==> src/rtl/serial_rom_macaddr.sv <==
module serial_rom_macaddr #(
  parameter int HALF_CYC = 4,
  parameter int ADDR_W   = 8
) (
  input  logic        clk,
  input  logic        rst,
  input  logic        start,
  output logic        busy,
  output logic        done,
  output logic [47:0] mac_addr,
  output logic        rom_sel,
  output logic        rom_clk,
  output logic        rom_mosi,
  input  logic        rom_miso
);
  localparam int CW      = (HALF_CYC > 1) ? $clog2(HALF_CYC) : 1;
  localparam int FRAME_W = 4 + ADDR_W;
  localparam int RX_BITS = 17;
  localparam int BW      = $clog2(FRAME_W + RX_BITS);
  localparam int NWORDS  = 3;
  localparam logic [2:0] OP_RD = 3'b110;

  typedef enum logic [2:0] {S_IDLE, S_SETUP, S_SEND, S_RECV, S_GAP} st_t;

  st_t                state;
  logic [CW-1:0]      cnt;
  logic               tick;
  logic               phase;
  logic [BW-1:0]      bitn;
  logic [1:0]         word;
  logic [FRAME_W-1:0] tx_sh;
  logic [15:0]        rx_sh;
  logic [FRAME_W-1:0] frame;

  assign tick  = (cnt == CW'(HALF_CYC - 1));
  assign frame = {1'b0, OP_RD, ADDR_W'(word)};

  always_ff @(posedge clk) begin
    if (rst || state == S_IDLE || tick) cnt <= '0;
    else                                cnt <= cnt + 1'b1;
  end

  always_ff @(posedge clk) begin
    if (rst) begin
      state    <= S_IDLE;
      busy     <= 1'b0;
      done     <= 1'b0;
      mac_addr <= '0;
      rom_sel  <= 1'b0;
      rom_clk  <= 1'b0;
      rom_mosi <= 1'b0;
      phase    <= 1'b0;
      bitn     <= '0;
      word     <= '0;
      tx_sh    <= '0;
      rx_sh    <= '0;
    end else begin
      done <= 1'b0;
      case (state)
        S_IDLE: if (start) begin
          state    <= S_SETUP;
          busy     <= 1'b1;
          word     <= '0;
          rom_sel  <= 1'b1;
          rom_clk  <= 1'b0;
          rom_mosi <= 1'b0;
        end
        S_SETUP: if (tick) begin
          state    <= S_SEND;
          phase    <= 1'b0;
          bitn     <= BW'(FRAME_W - 1);
          rom_mosi <= frame[FRAME_W-1];
          tx_sh    <= frame << 1;
        end
        S_SEND: if (tick) begin
          if (!phase) begin
            rom_clk <= 1'b1;
            phase   <= 1'b1;
          end else begin
            rom_clk <= 1'b0;
            phase   <= 1'b0;
            if (bitn == '0) begin
              state    <= S_RECV;
              bitn     <= BW'(RX_BITS - 1);
              rom_mosi <= 1'b0;
            end else begin
              bitn     <= bitn - 1'b1;
              rom_mosi <= tx_sh[FRAME_W-1];
              tx_sh    <= tx_sh << 1;
            end
          end
        end
        S_RECV: if (tick) begin
          if (!phase) begin
            rx_sh   <= {rx_sh[14:0], rom_miso};
            rom_clk <= 1'b1;
            phase   <= 1'b1;
          end else begin
            rom_clk <= 1'b0;
            phase   <= 1'b0;
            if (bitn == '0) begin
              state   <= S_GAP;
              rom_sel <= 1'b0;
              mac_addr[(47 - 16*int'(word)) -: 8] <= rx_sh[7:0];
              mac_addr[(39 - 16*int'(word)) -: 8] <= rx_sh[15:8];
            end else begin
              bitn <= bitn - 1'b1;
            end
          end
        end
        S_GAP: if (tick) begin
          if (word == 2'(NWORDS - 1)) begin
            state <= S_IDLE;
            busy  <= 1'b0;
            done  <= 1'b1;
          end else begin
            state   <= S_SETUP;
            word    <= word + 1'b1;
            rom_sel <= 1'b1;
          end
        end
        default: state <= S_IDLE;
      endcase
    end
  end

  a_r1_idle_quiet: assert property (@(posedge clk) disable iff (rst)
    !busy |-> (!rom_sel && !rom_clk && !rom_mosi));
  a_r5_clk_gated: assert property (@(posedge clk) disable iff (rst)
    !rom_sel |-> !rom_clk);
  a_r4_mosi_steady_at_rise: assert property (@(posedge clk) disable iff (rst)
    $rose(rom_clk) |-> $stable(rom_mosi));
  a_r6_mosi_low_rx: assert property (@(posedge clk) disable iff (rst)
    (state == S_RECV) |-> !rom_mosi);
  a_r8_done_single: assert property (@(posedge clk) disable iff (rst)
    done |=> !done);
  a_r8_done_ends_busy: assert property (@(posedge clk) disable iff (rst)
    done |-> (!busy && $past(busy)));
  a_r10_busy_from_start: assert property (@(posedge clk) disable iff (rst)
    $rose(busy) |-> $past(start));
endmodule

==> config.mk <==
export PLATFORM = sky130hd
export DESIGN_NAME = serial_rom_macaddr
export DESIGN_NICKNAME = d
export VERILOG_FILES = /design/src/rtl/serial_rom_macaddr.sv
export SDC_FILE = /design/constraint.sdc
export NUM_CORES = 1
export LEC_CHECK = 0
export ABC_CLOCK_PERIOD_IN_PS = 2600
export BUFFER_PORTS_ARGS = -buffer_cell sky130_fd_sc_hd__buf_2
export CORE_ASPECT_RATIO = 1.75
export CORE_MARGIN = 10
export CORE_UTILIZATION = 45
export DETAILED_ROUTE_END_ITERATION = 8
export PLACE_DENSITY = 0.65
export SLEW_MARGIN = 10
export SYNTH_ARGS = -nofsm -noshare
export SYNTH_HDL_FRONTEND = slang
export SYNTH_SLANG_ARGS = --single-unit
==> constraint.sdc <==
create_clock -name clk -period 2.6 [get_ports clk]
set_clock_uncertainty 0.05 [all_clocks]
set_input_delay 0.26 -clock clk [delete_from_list [all_inputs] [get_ports clk]]
set_output_delay 0.26 -clock clk [all_outputs]
set_load 0.05 [all_outputs]
# Yosys cells after proc, flatten, opt, wreduce, memory -nomap -nowiden
# Cells that the tools add are included.
# W data, S select, Z words.
[classes]
addsub = 7
n_eq_ne = 20
shift = 4
muxes = 51
bitwise = 3
n_reduce_logical = 24
[ops]
columns = ["op", "count"]
rows = [
  ["$shift A8 B33 Y55 const A", 2],
  ["$shiftx A8 B33 Y55", 2],
  ["$bwmux W48", 2],
  ["$neg A7 Y33", 2],
  ["$mux W12", 4],
  ["$mux W5", 7],
  ["$mux W3", 9],
  ["$ne A2 B2 Y1 const B", 13],
  ["$pmux W12 S2", 1],
  ["$mux W1", 17],
  ["$pmux W3 S5", 1],
  ["$pmux W5 S3", 1],
  ["$reduce_and A7 Y1", 2],
  ["$sub A6 B6 Y7 const A", 2],
  ["$reduce_and A4 Y1", 3],
  ["$reduce_and A5 Y1", 2],
  ["$reduce_and A3 Y1", 3],
  ["$reduce_and A9 Y1", 1],
  ["$reduce_bool A3 Y1", 3],
  ["$reduce_bool A2 Y1", 4],
  ["$eq A3 B2 Y1 const B", 2],
  ["$mux W2", 3],
  ["$pmux W1 S2", 3],
  ["$pmux W1 S3", 2],
  ["other kinds (13)", 18],
]
[word_totals]
reg_bits = 94
inputBits = 4
output_inout_bits = 53
wordCells = 122

# Longest topological paths before layout
[logic_depth]
ltp_word = 5
mapped_depth = 9
ltp_nobuf = 6

# Least setup slack after synthesis
# Ideal clock, no wire load.
[synth_timing]
kind = "flip-flop to flip-flop"
from = "register bitn[0]"
to = "register mac_addr[4]"
setup_time_ns = 0.132
arrival_ns = 2.096
slack_ns = 0.322
stages_incl_launch_ff = 10
n_path_buf = 3
path_cell_list = "dfxtp_1 -> inv_1 -> ha_1 -> or4b_4 -> buf_6 -> or4_1 -> clkbuf_2 -> buf_2 -> nand2_1 -> a21oi_1"
[synth_via]
elab_chain_len = 2
[synth_rtl]
columns = ["item", "line_no", "text"]
rows = [
  ["start, declared", "29", "logic [BW-1:0] bitn;"],
  ["start signal, assigned", "71", "bitn <= BW'(FRAME_W - 1);"],
  ["start signal, assigned", "84", "bitn <= BW'(RX_BITS - 1);"],
  ["start signal, assigned", "87", "bitn <= bitn - 1'b1;"],
  ["$logic_not A5 Y1", "101", "if (bitn == '0) begin"],
  ["$reduce_and A4 Y1 (no line)", "--", ""],
  ["end signal, assigned by index", "104", "mac_addr[(47 - 16*int'(word)) -: 8] <= rx_sh[7:0];"],
  ["end signal, assigned by index", "105", "mac_addr[(39 - 16*int'(word)) -: 8] <= rx_sh[15:8];"],
  ["end, declared", "10", "output logic [47:0] mac_addr,"],
]
# Every way passes these cells.
# A chain may end at the register's enable or synchronous reset.

# Worst setup path in the final report
[layout_timing]
from = "register bitn[0]"
to = "register mac_addr[46]"
# Same word-level chain as after synthesis.

==> flow_summary.html <==
<table>
<tr><th>Metric</th><th>Value</th></tr>
<tr><th colspan="2">Clocking</th></tr>
<tr><td>Longest Clk Path Bufs</td><td>2</td></tr>
<tr><td>Clock slew at the register clock pins of the worst setup and hold paths</td><td>roughly 0.07 ns</td></tr>
<tr><td>Post-CTS setup-driven buffer insertion count</td><td>0</td></tr>
<tr><td>Skew-Pair Late Insertion Delay</td><td>approximately 0.34 ns</td></tr>
<tr><td>TritonCTS Sinks</td><td>just over 90</td></tr>
<tr><td>Buffer cell driving the clock tree root</td><td>sky130_fd_sc_hd__clkbuf_16</td></tr>
<tr><td>Clock H-tree levels</td><td>3</td></tr>
<tr><td>CTS buffer count</td><td>9</td></tr>
<tr><td>CTS tree</td><td>yes</td></tr>
<tr><th colspan="2">Timing</th></tr>
<tr><td>Final critical delay including setup and external delays</td><td>~2.3 ns</td></tr>
<tr><td>Total count of hold-check failures in the final report</td><td>0</td></tr>
<tr><td>Slew margin rel.</td><td>between 50% and 60%</td></tr>
<tr><td>Setup total negative slack</td><td>0 ns</td></tr>
<tr><td>Max-slew violations</td><td>0</td></tr>
<tr><td>Worst hold margin</td><td>approximately 0.11 ns</td></tr>
<tr><td>Setup-violating endpoint count in the final report</td><td>0</td></tr>
<tr><td>Transition at the pin with the smallest max-transition slack</td><td>a little over 0.6 ns</td></tr>
<tr><td>Final worst path period share</td><td>88.4%</td></tr>
<tr><td>RSZ-0062 raised after global routing</td><td>no</td></tr>
<tr><td>Maximum frequency from static timing analysis</td><td>about 440 MHz</td></tr>
<tr><th colspan="2">Logic synthesis</th></tr>
<tr><td>Cell variety after synth</td><td>47</td></tr>
<tr><td>Share of flip-flops with an asynchronous set or reset</td><td>0%</td></tr>
<tr><td>Mapped Area</td><td>~4000 um^2</td></tr>
<tr><td>Synth Register Bits</td><td>93</td></tr>
<tr><td>Synthesized netlist net count</td><td>between 400 and 500</td></tr>
<tr><td>Number of flops mapped to enable cells by yosys</td><td>0</td></tr>
<tr><td>Post-Syn Area per Cell</td><td>a little over 9 um^2</td></tr>
<tr><td>Top FF cell, synth</td><td>sky130_fd_sc_hd__dfxtp_1</td></tr>
<tr><td>Cell count after synthesis</td><td>approximately 430</td></tr>
<tr><td>Synthesis warning total</td><td>0</td></tr>
<tr><td>Sequential-to-total area share from yosys stat</td><td>a little under half</td></tr>
<tr><th colspan="2">Power and ir drop</th></tr>
<tr><td>Share of total power in the clock network</td><td>between 40 and 50%</td></tr>
<tr><td>Power per cell area</td><td>roughly 600 nW/um^2</td></tr>
<tr><td>Switching power as a share of total power</td><td>23.4%</td></tr>
<tr><td>Logic pwr share</td><td>between 4 and 5%</td></tr>
<tr><td>Net Switching</td><td>0.648 mW</td></tr>
<tr><td>VDD IR-drop max</td><td>463 uV</td></tr>
<tr><td>Sequential power share</td><td>between 50% and 60%</td></tr>
<tr><td>Overall power after layout</td><td>between 2 and 3 mW</td></tr>
<tr><td>Int Power</td><td>between 2 and 2.5 mW</td></tr>
<tr><td>Leak Pwr</td><td>just over 2 nW</td></tr>
<tr><th colspan="2">Layout</th></tr>
<tr><td>Number of cells in the finished layout apart from fillers</td><td>~610</td></tr>
<tr><td>Diodes inserted</td><td>0</td></tr>
<tr><td>Fraction of layout cells with a size suffix above 1</td><td>between 20% and 30%</td></tr>
<tr><td>Most frequent cells in the layout</td><td>93 x sky130_fd_sc_hd__dfxtp_1, 89 x sky130_fd_sc_hd__nand2_1, 56 x sky130_fd_sc_hd__buf_2, 51 x sky130_fd_sc_hd__mux2i_1, 28 x sky130_fd_sc_hd__a21oi_1</td></tr>
<tr><td>Area growth, synth to finish</td><td>17.7%</td></tr>
<tr><td># nets final</td><td>approximately 500</td></tr>
<tr><td>Most common cell after layout, fill and taps aside</td><td>sky130_fd_sc_hd__dfxtp_1</td></tr>
<tr><th colspan="2">Run status</th></tr>
<tr><td>Result of the run</td><td>complete, no violations</td></tr>
<tr><th colspan="2">Floorplanning</th></tr>
<tr><td>Row count</td><td>45</td></tr>
<tr><td>Top Ports</td><td>57</td></tr>
<tr><td>Die area</td><td>between 10,000 and 15,000 um^2</td></tr>
<tr><td>DIE WIDTH</td><td>approximately 91 um</td></tr>
<tr><td>Core outline area</td><td>8610 um^2</td></tr>
<tr><td>Chip Height</td><td>between 100 and 150 um</td></tr>
<tr><td>Starting density of the core</td><td>between 40 and 50%</td></tr>
<tr><th colspan="2">Drt</th></tr>
<tr><td>Starting DRT DRC Count</td><td>204</td></tr>
<tr><td>Wire length per cell</td><td>approximately 16 um</td></tr>
<tr><td>Routed via count</td><td>3,270</td></tr>
<tr><td>Wirelength, routed</td><td>between 9000 and 10,000 um</td></tr>
<tr><td>Final routed DRC violation total</td><td>0</td></tr>
<tr><td>Average via count per standard cell</td><td>about 5.4</td></tr>
<tr><td>First-pass detailed-route iteration total</td><td>5</td></tr>
<tr><td>Count of antenna-violating nets left after detailed routing</td><td>0</td></tr>
<tr><th colspan="2">Place</th></tr>
<tr><td>Placer's final routability congestion estimate</td><td>approximately 0.85</td></tr>
<tr><td>Quantity of I/O buffers inserted on ports</td><td>56</td></tr>
<tr><td>DP Cell Count</td><td>between 500 and 600</td></tr>
<tr><td>Detail Placement HPWL</td><td>just over 7000 um</td></tr>
<tr><th colspan="2">Hold path</th></tr>
<tr><td>Worst Hold Endpoint</td><td>rx_sh[0]</td></tr>
<tr><td>Path class of the lowest-slack min-delay path</td><td>input pin to flip-flop</td></tr>
<tr><td>Min-Delay Startpoint</td><td>rom_miso</td></tr>
<tr><td>Count of cells along the worst hold path</td><td>3</td></tr>
<tr><th colspan="2">Global routing</th></tr>
<tr><td>Global-route wire length before repair</td><td>~17,000 um</td></tr>
<tr><td>Initial antenna violation count</td><td>0</td></tr>
<tr><td>Vias in the first global route</td><td>about 3,400</td></tr>
<tr><td>GR Util All Layers</td><td>between 10% and 20%</td></tr>
<tr><td>Pin count of the biggest net entering global routing</td><td>30</td></tr>
<tr><td>Remaining global-route overflow</td><td>0</td></tr>
<tr><th colspan="2">Run</th></tr>
<tr><td>Max Cap Viol</td><td>0</td></tr>
<tr><th colspan="2">Setup path</th></tr>
<tr><td>Worst Path Class, Setup</td><td>flip-flop to flip-flop</td></tr>
<tr><td>FF-to-FF setup slack</td><td>approximately 0.30 ns</td></tr>
<tr><td>Required time at the endpoint of the critical path</td><td>2.81 ns</td></tr>
<tr><td>Critical Path Fanout Max</td><td>16</td></tr>
<tr><td>Data arrival time at the worst-slack endpoint</td><td>~2.5 ns</td></tr>
<tr><td>Type of element capturing the critical path</td><td>flip-flop</td></tr>
<tr><td>R2R depth</td><td>7</td></tr>
<tr><td>Element type at the critical path start</td><td>flip-flop</td></tr>
<tr><td>RR Endpoint</td><td>mac_addr[46]</td></tr>
<tr><td>Launching point of the worst reg2reg path</td><td>bitn[0]</td></tr>
</table>
==> per-layer routing <==
layer	vias up	global-route usage, %	routed length, um
met3	18	2.13	265
met1	1566	15.4	3880
li1	1623	-	-
met2	63	30.5	5540
met5	-	0	0
met4	0	9.11	275
==> cells by family (layout without fill, tap and decap cells) <==
logic type,count (synthesis),count (layout),synth area share [%]
AND/OR/NAND/NOR,172,172,20.8
flip-flops,93,93,47.0
AO/OA/AOI/OAI,72,72,12.8
multiplexers,51,51,12.9
buffers and inverters,40,100,4.55
adder cells (fa/ha/maj),6,6,1.90
==> cell type report <==
class / instances / area (um^2)
flip-flops and latches: 93 / 1860
clock buffers: 11 / 233
fillers: 802 / 3960
inverters: 9 / 33.8
repair buffers: 75 / 423
multi-input cells: 301 / 1930
well taps: 117 / 146
clock inverters: 5 / 35.0
==> cell usage after synthesis (5+ instances only) <==
| master | n | share of area [%] |
|---|---|---|
| sky130_fd_sc_hd__buf_2 | 5 | 0.63 |
| sky130_fd_sc_hd__clkbuf_1 | 21 | 2.0 |
| sky130_fd_sc_hd__mux2i_1 | 51 | 13 |
| sky130_fd_sc_hd__a211oi_1 | 5 | 0.95 |
| sky130_fd_sc_hd__dfxtp_1 | 93 | 47 |
| sky130_fd_sc_hd__nand3_1 | 19 | 2.4 |
| sky130_fd_sc_hd__nand2_1 | 89 | 8.4 |
| sky130_fd_sc_hd__a21oi_1 | 28 | 3.5 |
| sky130_fd_sc_hd__a41o_1 | 6 | 1.5 |
| sky130_fd_sc_hd__ha_1 | 6 | 1.9 |
| sky130_fd_sc_hd__o211a_1 | 5 | 1.3 |
| sky130_fd_sc_hd__nor2_1 | 27 | 2.6 |
| sky130_fd_sc_hd__o21ai_0 | 7 | 0.89 |
| sky130_fd_sc_hd__inv_1 | 9 | 0.85 |
| sky130_fd_sc_hd__nor3_1 | 11 | 1.4 |
==> stage by stage <==
step	setup WS [ns]	area, um^2	util [%]
6_report	0.302	4660	54.1
4_1_cts	0.144	4650	54.0
5_1_grt	0.134	4660	54.1
2_1_floorplan	0.322	3960	-
3_3_place_gp	0.252	4390	50.9
3_5_place_dp	0.169	4390	50.9
==> power groups by stage <==
stage	clock [mW]	sequential, mW	combinational (mW)
after floorplan	0	1.48	0.0859
after global placement	0	1.48	0.125
after detailed placement	0	1.48	0.128
after CTS	1.22	1.45	0.128
after global routing	1.29	1.45	0.142
final	1.20	1.45	0.128
==> repair_timing <==
action | in CTS | in global routing
hold buffers | 0 | 0
gates resized for setup | 0 | 1
endpoints found under the setup margin | 0 | 6
==> worst max path at each step <==
| stage | from | end | slack, ns | cells past startpoint |
|---|---|---|---|---|
| floorplan | bitn[0] | mac_addr[4] | 0.32 | 9 |
| global placement | bitn[0] | mac_addr[8] | 0.25 | 6 |
| detailed placement | bitn[0] | mac_addr[14] | 0.17 | 6 |
| CTS | bitn[0] | mac_addr[14] | 0.14 | 6 |
| global route | bitn[0] | tx_sh[9] | 0.13 | 7 |
| finish | bitn[0] | mac_addr[46] | 0.30 | 7 |
==> flip-flops by register name, summed over array words and instances (netlist names) <==
register	flops
cnt	2
rom_mosi	1
tx_sh	11
busy	1
state	3
rom_sel	1
rx_sh	16
phase	1
done	1
mac_addr	48
word	2
rom_clk	1
bitn	5
==> worst max-delay path, stage by stage (launching register included) <==
cell and delay (ns):
sky130_fd_sc_hd__dfxtp_1 0.34, sky130_fd_sc_hd__inv_1 0.09, sky130_fd_sc_hd__ha_1 0.24, sky130_fd_sc_hd__or4b_4 0.57, sky130_fd_sc_hd__nor4_4 0.29, sky130_fd_sc_hd__buf_4 0.20
sky130_fd_sc_hd__nand2_4 0.19, sky130_fd_sc_hd__mux2i_1 0.24
No activity file was read; power rests on OpenSTA's default activity.
